<file path="config.mk">
export PLATFORM = sky130hd
export DESIGN_NAME = stopclk_ctrl
export DESIGN_NICKNAME = d
export VERILOG_FILES = /design/src/rtl/stopclk_pkg.sv /design/src/rtl/pst_sync.sv /design/src/rtl/pst_fsm.sv /design/src/rtl/pst_gate.sv /design/src/rtl/stopclk_ctrl.sv
export SDC_FILE = /design/constraint.sdc
export NUM_CORES = 1
export LEC_CHECK = 0
export ABC_AREA = 1
export BUFFER_PORTS_ARGS = -buffer_cell sky130_fd_sc_hd__buf_4
export CAP_MARGIN = 25
export CORE_AREA = 2 2 39 41
export CTS_CLUSTER_DIAMETER = 150
export DETAILED_ROUTE_END_ITERATION = 6
export DIE_AREA = 0 0 41 43
export PLACE_DENSITY = 0.47
export SYNTH_ARGS = -nofsm -noshare
export SYNTH_HDL_FRONTEND = slang
export SYNTH_HIERARCHICAL = 1
export SYNTH_SLANG_ARGS = --single-unit
export TNS_END_PERCENT = 10
</file>
<file path="constraint.sdc">
create_clock -name clk -period 3.01 [get_ports clk]
set_clock_uncertainty 0.2 [all_clocks]
set_input_delay 0.1505 -clock clk [delete_from_list [all_inputs] [get_ports clk]]
set_output_delay 0.1505 -clock clk [all_outputs]
set_load 0.05 [all_outputs]
</file>
<file path="src/rtl/stopclk_pkg.sv">
package stopclk_pkg;
   typedef enum logic [1:0] {
      PST_RUN   = 2'd0,
      PST_ACK   = 2'd1,
      PST_GRANT = 2'd2
   } pst_e;
endpackage

</file>
<file path="src/rtl/pst_sync.sv">
module pst_sync #(
   parameter int   STAGES    = 2,
   parameter logic RESET_VAL = 1'b1
) (
   input  logic clk,
   input  logic rst_n,
   input  logic d_async,
   output logic q_sync
);
   if (STAGES < 2) begin : g_bad_stages
      $error("pst_sync: STAGES must be at least 2");
   end

   logic [STAGES-1:0] chain;

   always_ff @(posedge clk or negedge rst_n) begin
      if (!rst_n) chain[0] <= RESET_VAL;
      else        chain[0] <= d_async;
   end

   for (genvar s = 1; s < STAGES; s++) begin : g_stage
      always_ff @(posedge clk or negedge rst_n) begin
         if (!rst_n) chain[s] <= RESET_VAL;
         else        chain[s] <= chain[s-1];
      end
   end

   assign q_sync = chain[STAGES-1];
endmodule

</file>
<file path="src/rtl/pst_fsm.sv">
module pst_fsm
   import stopclk_pkg::*;
(
   input  logic clk,
   input  logic rst_n,
   input  logic req_active,
   input  logic ack_ready,
   output logic ack_valid,
   output pst_e state
);
   pst_e state_nx;
   logic accept;

   assign ack_valid = (state == PST_ACK);
   assign accept    = ack_valid && ack_ready;

   always_comb begin
      state_nx = state;
      unique case (state)
         PST_RUN:   if (req_active) state_nx = PST_ACK;
         PST_ACK:   if (accept) state_nx = req_active ? PST_GRANT : PST_RUN;
         PST_GRANT: if (!req_active) state_nx = PST_RUN;
         default:   state_nx = PST_RUN;
      endcase
   end

   always_ff @(posedge clk or negedge rst_n) begin
      if (!rst_n) state <= PST_RUN;
      else        state <= state_nx;
   end

   assert_valid_hold_R3: assert property (@(posedge clk) disable iff (!rst_n)
      (ack_valid && !ack_ready) |=> ack_valid);
   assert_grant_entry_R5: assert property (@(posedge clk) disable iff (!rst_n)
      (ack_valid && ack_ready && req_active) |=> (state == PST_GRANT));
   assert_abort_direct_R8: assert property (@(posedge clk) disable iff (!rst_n)
      (ack_valid && ack_ready && !req_active) |=> (state == PST_RUN));
   assert_no_skip_R4: assert property (@(posedge clk) disable iff (!rst_n)
      (state == PST_RUN) |=> (state != PST_GRANT));
   assert_ready_ignored_R9: assert property (@(posedge clk) disable iff (!rst_n)
      (state == PST_GRANT && req_active) |=> (state == PST_GRANT));
endmodule

</file>
<file path="src/rtl/pst_gate.sv">
module pst_gate
   import stopclk_pkg::*;
#(
   parameter int NUM_UNITS = 6,
   parameter int BUS_UNIT  = 0,
   parameter int IRQ_UNIT  = 1,
   parameter bit REG_OUT   = 1'b0
) (
   input  logic                 clk,
   input  logic                 rst_n,
   input  pst_e                 state,
   output logic [NUM_UNITS-1:0] unit_en
);
   localparam logic [NUM_UNITS-1:0] KEEP_MASK =
      (NUM_UNITS'(1) << BUS_UNIT) | (NUM_UNITS'(1) << IRQ_UNIT);

   if (NUM_UNITS < 2 || BUS_UNIT >= NUM_UNITS || IRQ_UNIT >= NUM_UNITS
       || BUS_UNIT == IRQ_UNIT) begin : g_bad_units
      $error("pst_gate: unit indices out of range or equal");
   end

   logic                 gated;
   logic [NUM_UNITS-1:0] en_raw;

   assign gated = (state == PST_GRANT);

   for (genvar u = 0; u < NUM_UNITS; u++) begin : g_unit
      if (KEEP_MASK[u]) begin : g_keep
         assign en_raw[u] = 1'b1;
      end else begin : g_core
         assign en_raw[u] = !gated;
      end
   end

   if (REG_OUT) begin : g_reg
      always_ff @(posedge clk or negedge rst_n) begin
         if (!rst_n) unit_en <= '1;
         else        unit_en <= en_raw;
      end
   end else begin : g_comb
      assign unit_en = en_raw;
   end

   if (!REG_OUT) begin : g_chk
      assert_ungated_R4: assert property (@(posedge clk) disable iff (!rst_n)
         (state != PST_GRANT) |-> (&unit_en));
      assert_gated_R5: assert property (@(posedge clk) disable iff (!rst_n)
         (state == PST_GRANT) |-> (unit_en == KEEP_MASK));
   end
   assert_keep_on_R6: assert property (@(posedge clk) disable iff (!rst_n)
      unit_en[BUS_UNIT] && unit_en[IRQ_UNIT]);
endmodule

</file>
<file path="src/rtl/stopclk_ctrl.sv">
module stopclk_ctrl
   import stopclk_pkg::*;
#(
   parameter int NUM_UNITS   = 6,
   parameter int BUS_UNIT    = 0,
   parameter int IRQ_UNIT    = 1,
   parameter int SYNC_STAGES = 2,
   parameter bit REG_EN_OUT  = 1'b0
) (
   input  logic                 clk,
   input  logic                 rst_n,
   input  logic                 stop_req_n,
   input  logic                 ack_ready,
   output logic                 ack_valid,
   output logic [NUM_UNITS-1:0] unit_clk_en,
   output logic [1:0]           pm_state
);
   logic req_n_sync;
   logic req_active;
   pst_e state;

   pst_sync #(.STAGES(SYNC_STAGES), .RESET_VAL(1'b1)) u_sync (
      .clk     (clk),
      .rst_n   (rst_n),
      .d_async (stop_req_n),
      .q_sync  (req_n_sync)
   );

   assign req_active = !req_n_sync;

   pst_fsm u_fsm (
      .clk        (clk),
      .rst_n      (rst_n),
      .req_active (req_active),
      .ack_ready  (ack_ready),
      .ack_valid  (ack_valid),
      .state      (state)
   );

   pst_gate #(
      .NUM_UNITS (NUM_UNITS),
      .BUS_UNIT  (BUS_UNIT),
      .IRQ_UNIT  (IRQ_UNIT),
      .REG_OUT   (REG_EN_OUT)
   ) u_gate (
      .clk     (clk),
      .rst_n   (rst_n),
      .state   (state),
      .unit_en (unit_clk_en)
   );

   assign pm_state = state;

   assert_valid_only_ack_R3: assert property (@(posedge clk) disable iff (!rst_n)
      ack_valid == (pm_state == 2'd1));
endmodule

</file>
Word-level counts from Yosys, hierarchy flattened. Cells that the tools add are included.

Equality and inequality tests: 5. Muxes and demuxes: 5. Reductions and logical operators: 4.

Operators with widths (count): $mux W2 (4); $ne A2 B2 Y1 const B (3); $pmux W2 S3 (1); $reduce_and A3 Y1 (1); $eq A2 B1 Y1 const B (1); $eq A2 B2 Y1 const B (1); $logic_not A2 Y1 (1); $logic_and A1 B1 Y1 (1); $logic_not A1 Y1 (1).

Bits in registers: 4. Input port bits: 4. Output and inout port bits: 9. Logic and storage cells: 17.

Depth between registers and ports, before layout.
Depth after elaboration: 4. Depth in mapped cells: 4. Gate-level depth less buffers: 4.

Hierarchy. Netlist, hierarchy kept.

By module, submodules not included: pst_fsm (instances 1, cells each 12, area each 95.1 sq um, seq. area each 50.0 sq um); pst_sync (instances 1, cells each 2, area each 52.6 sq um, seq. area each 52.6 sq um); pst_gate (instances 1, cells each 8, area each 48.8 sq um, seq. area each 0.0 sq um); stopclk_ctrl (instances 1, cells each 1, area each 3.8 sq um, seq. area each 0.0 sq um).

Worst setup path before layout. No wires, ideal clock.

Kind: register to output. Start point: reg u_fsm.state[1]. End point: out unit_clk_en[3]. Arrival: 1475 ps. Required time: 2659 ps. Path slack: 1185 ps. Stages on the path, launching flop included: 3. Path buffers: 1. Cell sequence: dfrtp_1 > nand2_1 > buf_4.

Longest elaborated chain between the ends: 2.

Ends and longest elaborated chain: start, declared (line pst_fsm.sv:9) `output pst_e state`; start signal, assigned (line pst_fsm.sv:29) `else state <= state_nx;`; $eq A2 B2 Y1 (line pst_gate.sv:25) `assign gated = (state == PST_GRANT);`; $logic_not A1 Y1; end, declared (line stopclk_ctrl.sv:15) `output logic [NUM_UNITS-1:0] unit_clk_en,`.

Every way passes these cells.

Worst setup path after layout.
Start point: reg u_fsm.state[1]. End point: out unit_clk_en[3].

Longest elaborated chain between the ends: 2.

Ends and longest elaborated chain: $eq A2 B2 Y1 (line pst_gate.sv:25); $logic_not A1 Y1 (line pst_gate.sv:31) `assign en_raw[u] = !gated;`.

Every way passes these cells.

==> results.py <==
metrics = {
    "floorplan": {
        "dieHeight_um": 43,
        "core_sq_mm": 0.00138,
        "die_area_sq_mm": 0.00176,
        "start_util_pct": 14.5,
        "std_cell_rows": 14,
        "fp.dieW_um": 41,
        "pin_count": 13,
    },
    "global_route": {
        "top_usage_layer": "met4",
        "track_usage_pct": 4.74,
        "grt_pass1_wl_um": 476,
        "met3_usage_pct": 4.71,
        "use_met2_pct": 5.94,
        "antenna_found_initial": 0,
        "use_met1_pct": 3.27,
        "grt_overflow": 0,
        "grt_max_degree": 6,
        "grt_pass1_vias": 144,
    },
    "cells_and_area": {
        "seq_area_sq_um": 103,
        "drive_gt1_share_pct": 47.2,
        "final_common_cell": "buf_4",
        "multi_input_area_sq_um": 45.0,
        "n_fill_cell": 149,
        "final_area_sq_um": 318,
        "diodes": 0,
        "post-route-util_pct": 23.0,
        "areaGrowthSynthToFinish_pct": 58.8,
        "nNetsFinal": 41,
        "final_cell_mix": "buf_4 (10), inv_1 (4), nand2_1 (4)",
        "instances_no_fill": 52,
    },
    "detailed_routing": {
        "num_vias": 163,
        "ant_nets": 0,
        "dr.pass1.iters": 2,
        "viasPerCell": 3.13,
        "drc": 0,
        "avgRoutedWirePerCell_um": 6.29,
        "routed_wl_um": 327,
        "drt-initial-drc-count": 1,
    },
    "critical_path": {
        "criticalPathCategory": "register to output port",
        "cp_data_arrival_time_ps": 1010,
        "startpoint_type": "register",
        "cp_max_fo": 5,
        "crit_path_top_delay_cell": "dfrtp_1",
        "worstPathRequired_ps": 2660,
        "cp-end-kind": "output port",
        "cp_top_family": "flip-flops",
        "crit_buf_inv": 1,
        "cpPeakStageDelay_ps": 410,
        "r2r_setup_slack_ps": 2020,
        "path_cells": "nand2_1 > buf_4",
    },
    "synth": {
        "yosysUniqueCellTypes": 10,
        "netlist_area_sq_um": 200,
        "yosysWarnings": 6,
        "synth_cells": 23,
        "ys_seq_area_share_pct": 51.2,
        "ys_ff_latch": 4,
        "avgSynthCellArea_sq_um": 8.70,
    },
    "timing": {
        "finalMaxSlewViolations": 0,
        "fin_setup_tns_ps": 0,
        "maxClockFrequency_mhz": 736,
        "fin_crit_ps": 1360,
        "finalHoldViolCount": 0,
        "whs_ps": 42.8,
        "rsz0062_at_grt": "no",
        "finalSetupViolCount": 0,
        "finalCritPeriodShare_pct": 45.1,
    },
    "flow_run": {
        "max_cap_viol_count": 0,
    },
    "power_and_ir_drop": {
        "p_int_mw": 0.147,
        "power_density_mw_per_mm2": 850,
        "vdd_drop_max_mv": 0.346,
        "total_leakage_power_nw": 0.167,
        "power_frac_comb_pct": 46.8,
        "pwr-share-clk_pct": 27.1,
        "power.switching_mw": 0.123,
        "pwr-share-seq_pct": 26.1,
        "p_sw_share_pct": 45.6,
    },
    "clock_network": {
        "cts_sinks": 4,
        "clk_pin_slew_ps": 40,
        "cts_root_buf": "clkbuf_4",
        "postCtsSetupBuffers": 0,
        "cts_inserted_buffers": 3,
        "cts_tree": "built",
        "clk_latency_ps": 240,
        "h-tree-depth": 1,
        "cts_max_path_buffers": 2,
    },
    "placement": {
        "routabilityCongestion": 0.540,
        "dp.final_hpwl_um": 258,
        "placed_cell_area_sq_um": 262,
        "io_buffers": 10,
        "dp.cells": 45,
    },
    "worst_hold_path": {
        "hold_path.class": "input port to async pin",
    },
    "run_status": {
        "status": "complete, no violations",
    },
}
[metrics by stage]
step | power, mW | setup slack [ps]
after floorplan | 0.169 | 1180
after global placement | 0.195 | 1900
after detailed placement | 0.196 | 1900
after CTS | 0.275 | 1630
after global routing | 0.289 | 1570
final | 0.270 | 1650
[cell type report]
type                       count  share of cell area (%)
timing repair buffer          13                    33.1
sequential                     4                    32.3
multi-input combinational     10                    14.2
clock buffer                   4                    8.27
tap                           16                    6.30
inverter                       5                    5.91
[worst reg2reg max path, stage by stage, from the launching register on]
cell,delay [ps]
dfstp_2,500
inv_1,50
nand4_1,90
nand2_1,50
[metal layers]
layer	routed length, um	share of wire [%]	up-vias
li1	-	-	86
met1	152	46	66
met2	124	38	11
met3	49	15	0
met4	0	0	0
met5	0	0	-
[repair_timing]
item                                   CTS  global route
endpoints found under the hold margin    7             0
setup endpoints to repair                0             0
hold buffers                             3             0
resized for setup                        0             0
[state kept, by name (all words and copies together) (netlist names)]
name           cells
u_sync/chain       1
u_sync/q_sync      1
u_fsm/state        2
[worst paths after layout]
check,startpoint,to,depth (start not counted)
setup / recovery,u_fsm/state[1],unit_clk_en[3],2
hold / removal,rst_n,u_fsm/state[0],2
setup reg to reg,u_sync/q_sync,u_fsm/state[1],3
hold reg to reg,u_sync/chain[0],u_sync/q_sync,0
max in group asynchronous,rst_n,u_sync/q_sync,2
min in group clk,u_sync/chain[0],u_sync/q_sync,0
[power groups by stage]
stage	clock network (mW)	registers, mW	logic (mW)
after CTS	0.0768	0.0706	0.127
final	0.0734	0.0705	0.126
after floorplan	0	0.0926	0.0760
after global routing	0.0818	0.0712	0.136
after global placement	0	0.0709	0.125
after detailed placement	0	0.0712	0.124
[cells by family after synthesis]
kind of cell / after synthesis / synth area share (%)
AND/OR/NAND/NOR: 8 / 18.8
other: 1 / 1.87
flip-flops: 4 / 51.3
buffers and inverters: 10 / 28.1
[Yosys cell counts (all sizes together)]
| cell type | count | area share [%] |
|---|---|---|
| nand3 | 2 | 5.0 |
| conb | 1 | 1.9 |
| nor2 | 1 | 3.1 |
| nand2 | 4 | 7.5 |
| dfrtp | 2 | 25 |
| nand4 | 1 | 3.1 |
| buf | 5 | 19 |
| inv | 5 | 9.4 |
| dfstp | 2 | 26 |
No activity file was read; power rests on OpenSTA's default activity.
